File: src/rtl/fv625_pkg.sv
package fv625_pkg;
  typedef struct packed {
    logic field;
    logic vblank;
  } fv_t;
endpackage

File: src/rtl/fv625_line_ctr.sv
module fv625_line_ctr #(
  parameter int LINES = 625,
  localparam int LW = $clog2(LINES + 1)
) (
  input  logic          clk_i,
  input  logic          rst_ni,
  input  logic          line_start_i,
  input  logic          resync_i,
  output logic [LW-1:0] line_d_o,
  output logic [LW-1:0] line_q_o
);
  localparam logic [LW-1:0] LAST = LW'(LINES);
  localparam logic [LW-1:0] FIRST = LW'(1);

  logic [LW-1:0] line_q;
  logic          pend_q;
  logic          reload;

  assign reload = resync_i | pend_q;

  always_comb begin
    if (!line_start_i)       line_d_o = line_q;
    else if (reload)         line_d_o = FIRST;
    else if (line_q == LAST) line_d_o = FIRST;
    else                     line_d_o = line_q + FIRST;
  end

  always_ff @(posedge clk_i or negedge rst_ni) begin
    if (!rst_ni) begin
      line_q <= LAST;
      pend_q <= 1'b0;
    end else begin
      line_q <= line_d_o;
      // a strobe consumes any request; otherwise a request is held
      if (line_start_i)  pend_q <= 1'b0;
      else if (resync_i) pend_q <= 1'b1;
    end
  end

  assign line_q_o = line_q;

  AST_STEP: assert property (@(posedge clk_i) disable iff (!rst_ni)
    line_start_i && !reload && line_q != LAST |=> line_q == $past(line_q) + FIRST) else $error("step");
  AST_WRAP: assert property (@(posedge clk_i) disable iff (!rst_ni)
    line_start_i && !reload && line_q == LAST |=> line_q == FIRST) else $error("wrap");
  AST_RESYNC_LOAD: assert property (@(posedge clk_i) disable iff (!rst_ni)
    line_start_i && pend_q |=> line_q == FIRST && !pend_q) else $error("resync");
  AST_RESYNC_NOW: assert property (@(posedge clk_i) disable iff (!rst_ni)
    line_start_i && resync_i |=> line_q == FIRST) else $error("resync now");
  AST_RANGE: assert property (@(posedge clk_i) disable iff (!rst_ni)
    line_q >= FIRST && line_q <= LAST) else $error("range");
endmodule

File: src/rtl/fv625_decode.sv
module fv625_decode
  import fv625_pkg::*;
#(
  parameter int LINES        = 625,
  parameter int TOP_BLK_LAST = 22,
  parameter int MID_BLK_FRST = 311,
  parameter int FLD2_FRST    = 313,
  parameter int F2_BLK_LAST  = 335,
  parameter int END_BLK_FRST = 624,
  localparam int LW = $clog2(LINES + 1)
) (
  input  logic [LW-1:0] line_i,
  output fv_t           fv_o
);
  always_comb begin
    fv_o.field  = line_i >= LW'(FLD2_FRST);
    fv_o.vblank = (line_i <= LW'(TOP_BLK_LAST))
               || (line_i >= LW'(MID_BLK_FRST) && line_i <= LW'(F2_BLK_LAST))
               || (line_i >= LW'(END_BLK_FRST));
  end
endmodule

File: src/rtl/fv625_gen.sv
module fv625_gen
  import fv625_pkg::*;
#(
  parameter int LINES        = 625,
  parameter int TOP_BLK_LAST = 22,
  parameter int MID_BLK_FRST = 311,
  parameter int FLD2_FRST    = 313,
  parameter int F2_BLK_LAST  = 335,
  parameter int END_BLK_FRST = 624,
  localparam int LW = $clog2(LINES + 1)
) (
  input  logic          clk_i,
  input  logic          rst_ni,
  input  logic          line_start_i,
  input  logic          resync_i,
  output logic [LW-1:0] line_o,
  output logic          field_o,
  output logic          vblank_o
);
  logic [LW-1:0] line_d;
  fv_t           fv_d, fv_q;

  fv625_line_ctr #(.LINES(LINES)) u_ctr (
    .clk_i(clk_i), .rst_ni(rst_ni), .line_start_i(line_start_i),
    .resync_i(resync_i), .line_d_o(line_d), .line_q_o(line_o)
  );

  fv625_decode #(
    .LINES(LINES), .TOP_BLK_LAST(TOP_BLK_LAST), .MID_BLK_FRST(MID_BLK_FRST),
    .FLD2_FRST(FLD2_FRST), .F2_BLK_LAST(F2_BLK_LAST), .END_BLK_FRST(END_BLK_FRST)
  ) u_dec (.line_i(line_d), .fv_o(fv_d));

  // flags decoded from the next line so they land with the count
  always_ff @(posedge clk_i or negedge rst_ni) begin
    if (!rst_ni)           fv_q <= '{field: 1'b1, vblank: 1'b1};
    else if (line_start_i) fv_q <= fv_d;
  end

  assign field_o  = fv_q.field;
  assign vblank_o = fv_q.vblank;

  AST_HOLD: assert property (@(posedge clk_i) disable iff (!rst_ni)
    !line_start_i |=> $stable(line_o) && $stable(field_o) && $stable(vblank_o)) else $error("hold");
  AST_FIELD2: assert property (@(posedge clk_i) disable iff (!rst_ni)
    line_o >= LW'(FLD2_FRST) |-> field_o) else $error("field2");
  AST_FIELD1: assert property (@(posedge clk_i) disable iff (!rst_ni)
    line_o < LW'(FLD2_FRST) |-> !field_o) else $error("field1");
  AST_ACTIVE1: assert property (@(posedge clk_i) disable iff (!rst_ni)
    line_o > LW'(TOP_BLK_LAST) && line_o < LW'(MID_BLK_FRST) |-> !vblank_o) else $error("act1");
  AST_TOPBLK: assert property (@(posedge clk_i) disable iff (!rst_ni)
    line_o <= LW'(TOP_BLK_LAST) |-> vblank_o) else $error("topblk");
endmodule

File: config.mk
export PLATFORM = sky130hd
export DESIGN_NAME = fv625_gen
export DESIGN_NICKNAME = d
export VERILOG_FILES = /design/src/rtl/fv625_pkg.sv /design/src/rtl/fv625_line_ctr.sv /design/src/rtl/fv625_decode.sv /design/src/rtl/fv625_gen.sv
export SDC_FILE = /design/constraint.sdc
export NUM_CORES = 1
export LEC_CHECK = 0
export ABC_AREA = 1
export BUFFER_PORTS_ARGS = -buffer_cell sky130_fd_sc_hd__buf_2
export CAP_MARGIN = 20
export CELL_PAD_IN_SITES_DETAIL_PLACEMENT = 1
export CELL_PAD_IN_SITES_GLOBAL_PLACEMENT = 2
export CORE_AREA = 4 4 43 83
export CTS_BUF_LIST = sky130_fd_sc_hd__clkbuf_4 sky130_fd_sc_hd__clkbuf_8
export DETAILED_ROUTE_END_ITERATION = 10
export DIE_AREA = 0 0 47 87
export PLACE_DENSITY_LB_ADDON = 0.1
export SLEW_MARGIN = 20
export SYNTH_ARGS = -nofsm -noshare
export SYNTH_HDL_FRONTEND = slang
export SYNTH_HIERARCHICAL = 1
export SYNTH_SLANG_ARGS = --single-unit
File: constraint.sdc
create_clock -name clk_i -period 4.7 [get_ports clk_i]
set_input_delay 0.94 -clock clk_i [delete_from_list [all_inputs] [get_ports clk_i]]
set_output_delay 0.94 -clock clk_i [all_outputs]
set_load 0.005 [all_outputs]
==> results.json <==
{
  "utilization_pct": 37.2,
  "leakage_nw": 0.549,
  "htree_levels": 1,
  "synth_xor_area_share_pct": 0.930,
  "syn2layout_area_growth_pct": 16.3,
  "synth_seq_cells": 13,
  "routed_via_density": 5.01,
  "syn_avg_cell_area_sq_um": 6.73,
  "yosys_warnings": 6,
  "syn_area_sq_um": 942,
  "synth-adder-area-share_pct": 2.66,
  "synth_top_family_by_area": "simple AND/OR/NAND/NOR gates",
  "holdWs_ns": 0.469,
  "cts_hold_buf": 0,
  "grt_start_max_net_pins": 14,
  "yosysUniqueCellTypes": 26,
  "grt_pass1_wl_mm": 4.77,
  "totalWireLength_mm": 2.86,
  "cts.sinks": 13,
  "muxShareOfSynthArea_pct": 0,
  "relSlewSlack_pct": 73.5,
  "dr.first_iter.drc_count": 9,
  "cts_root_buf": "clkbuf_8",
  "antennaDiodeCount": 0,
  "power_density_mw_per_mm2": 272,
  "ir_drop_uv": 160,
  "rows": 28,
  "ctsResizeCount": 0,
  "port_buffers": 15,
  "grt_pass1_vias": 1042,
  "hold_viol": 0,
  "end_kind": "flip-flop",
  "tightest_slew_ns": 0.394,
  "tns_ns": 0,
  "synth_nets": 146,
  "final_common_cell": "nand2_1",
  "synth_compound_area_share_pct": 7.44,
  "cp-startpoint": "line_start_i",
  "ant_nets": 0,
  "cp-endpoint": "field_o$_DFFE_PN1P_",
  "outcome": "complete, no violations",
  "synth-simple-area-share_pct": 44.8,
  "drv_slew": 0,
  "setup_slack_ns": 2.34,
  "fin_skew_ns": 0.00615,
  "cp-start-kind": "input port",
  "reg2reg_setup_slack_ns": 2.34,
  "dieHeight_microns": 87,
  "critPathMaxFanout": 12,
  "drc": 0,
  "finalSetupViolCount": 0,
  "place_ws_ns": 2.06,
  "maxCapViolCount": 0,
  "clkTransAtPathRegs_ns": 0.06,
  "clkLatencyLatePin_ns": 0.25,
  "nets": 165,
  "rsz0062_at_grt": "no",
  "final_cell_mix": "50 x nand2_1, 19 x nor2_1, 18 x inv_1",
  "hp-class": "flip-flop to flip-flop",
  "io_pins": 16,
  "r2r-end": "field_o$_DFFE_PN1P_",
  "gp_congestion": 0.779,
  "die_area_sq_mm": 0.00409,
  "antenna_found_initial": 0,
  "core_sq_mm": 0.00294,
  "post-dp-hpwl_mm": 2.43,
  "post_cts_buffers": 0,
  "vias": 941,
  "r2r_cells": 13,
  "cts_buffers": 3,
  "cts.path.max_buffers": 2,
  "first_pass_iters": 2,
  "grt.total_usage_pct": 16.7,
  "die_x_microns": 47,
  "detail_route.wl_per_cell_microns": 15.2,
  "fin_crit_ns": 2.36,
  "min_period_over_period_pct": 50.3,
  "grt-ovfl-total": 0,
  "path_class": "input port to flip-flop",
  "drive_above_1_share_pct": 25.3,
  "cts_tree": "yes",
  "max_freq_ghz": 0.423,
  "reg2reg_from": "u_ctr/line_q_o[0]$_DFF_PN1_",
  "start_util_pct": 32.0,
  "worst-endpoint-required_ns": 4.89,
  "arrival_ns": 2.55,
  "finalPower_mw": 0.298,
  "syn_inst": 140,
  "yosysSeqAreaShare_pct": 35.5
}
## where the power goes
group | switching (mW) | internal, mW | total (mW) | leakage, nW
Sequential | 0.0133 | 0.124 | 0.137 | 0.154
Clock | 0.0393 | 0.0656 | 0.105 | 0.0262
Combinational | 0.0358 | 0.0204 | 0.0562 | 0.369
Total | 0.0884 | 0.210 | 0.298 | 0.549
## cell type report
cell class	count	area, sq um
timing repair buffer	15	75.1
inverter	20	75.1
clock buffer	4	48.8
tap	30	37.5
sequential	13	334
fill	414	1850
multi-input combinational	106	526
## cell usage after synthesis, drive strengths merged
| cell type | count | area, sq um |
|---|---|---|
| o21ai | 4 | 20.0 |
| inv | 20 | 75.1 |
| nand3 | 11 | 60.1 |
| o21bai | 1 | 7.51 |
| nand2 | 52 | 200 |
| nor2 | 23 | 106 |
| dfstp | 7 | 184 |
| xor2 | 1 | 8.76 |
| buf | 1 | 7.51 |
| or2 | 2 | 15.0 |
| nand4 | 3 | 18.8 |
| a21o | 1 | 7.51 |
| dfrtp | 6 | 150 |
| ha | 2 | 25.0 |
| nor3 | 2 | 21.3 |
| a21oi | 4 | 35.0 |
## state kept, by name (all words and copies together), names as in the netlist
register / flops
field_o: 1
u_ctr/line_q_o: 10
u_ctr/pend_q: 1
vblank_o: 1
## through the flow
step | instances | instance area [sq um]
after floorplan | 140 | 942
after global placement | 184 | 1050
after detailed placement | 184 | 1050
after CTS | 188 | 1100
after global routing | 188 | 1100
final | 188 | 1100
## cells by family after synthesis
group,after synthesis
adders and majority gates,2
and+or+nand+nor,93
DFF,13
xor gates and xnor gates,1
buffers and inverters,21
AOI/OAI and AO/OA,10
## routing by layer
layer	share of wire, %	global-route usage [%]	vias up
met5	0	0	-
met4	3.5	8.82	0
met3	2.1	1.24	9
met2	62	32.5	14
met1	32	15.3	453
li1	-	-	465
## worst max-delay path: stages
cell	delay [ns]
buf_2	0.24
nand2_2	0.10
nor2_4	0.16
a21o_1	0.13
nand2_1	0.04
nor2_1	0.26
nand2_1	0.20
nor3_4	0.15
nand3_1	0.09
nand3_1	0.08
nand2_1	0.06
nand2_1	0.08
## how the worst min path moves through the flow
| stage | from | endpoint | slack, ns | cells after the start |
|---|---|---|---|---|
| floorplan | field_o$_DFFE_PN1P_ | field_o$_DFFE_PN1P_ | 0.45 | 2 |
| global placement | field_o$_DFFE_PN1P_ | field_o$_DFFE_PN1P_ | 0.45 | 2 |
| detailed placement | field_o$_DFFE_PN1P_ | field_o$_DFFE_PN1P_ | 0.46 | 2 |
| CTS | field_o$_DFFE_PN1P_ | field_o$_DFFE_PN1P_ | 0.47 | 2 |
| finish | field_o$_DFFE_PN1P_ | field_o$_DFFE_PN1P_ | 0.47 | 2 |
| global route | field_o$_DFFE_PN1P_ | field_o$_DFFE_PN1P_ | 0.50 | 2 |
Power figures use the tool's default switching activity.
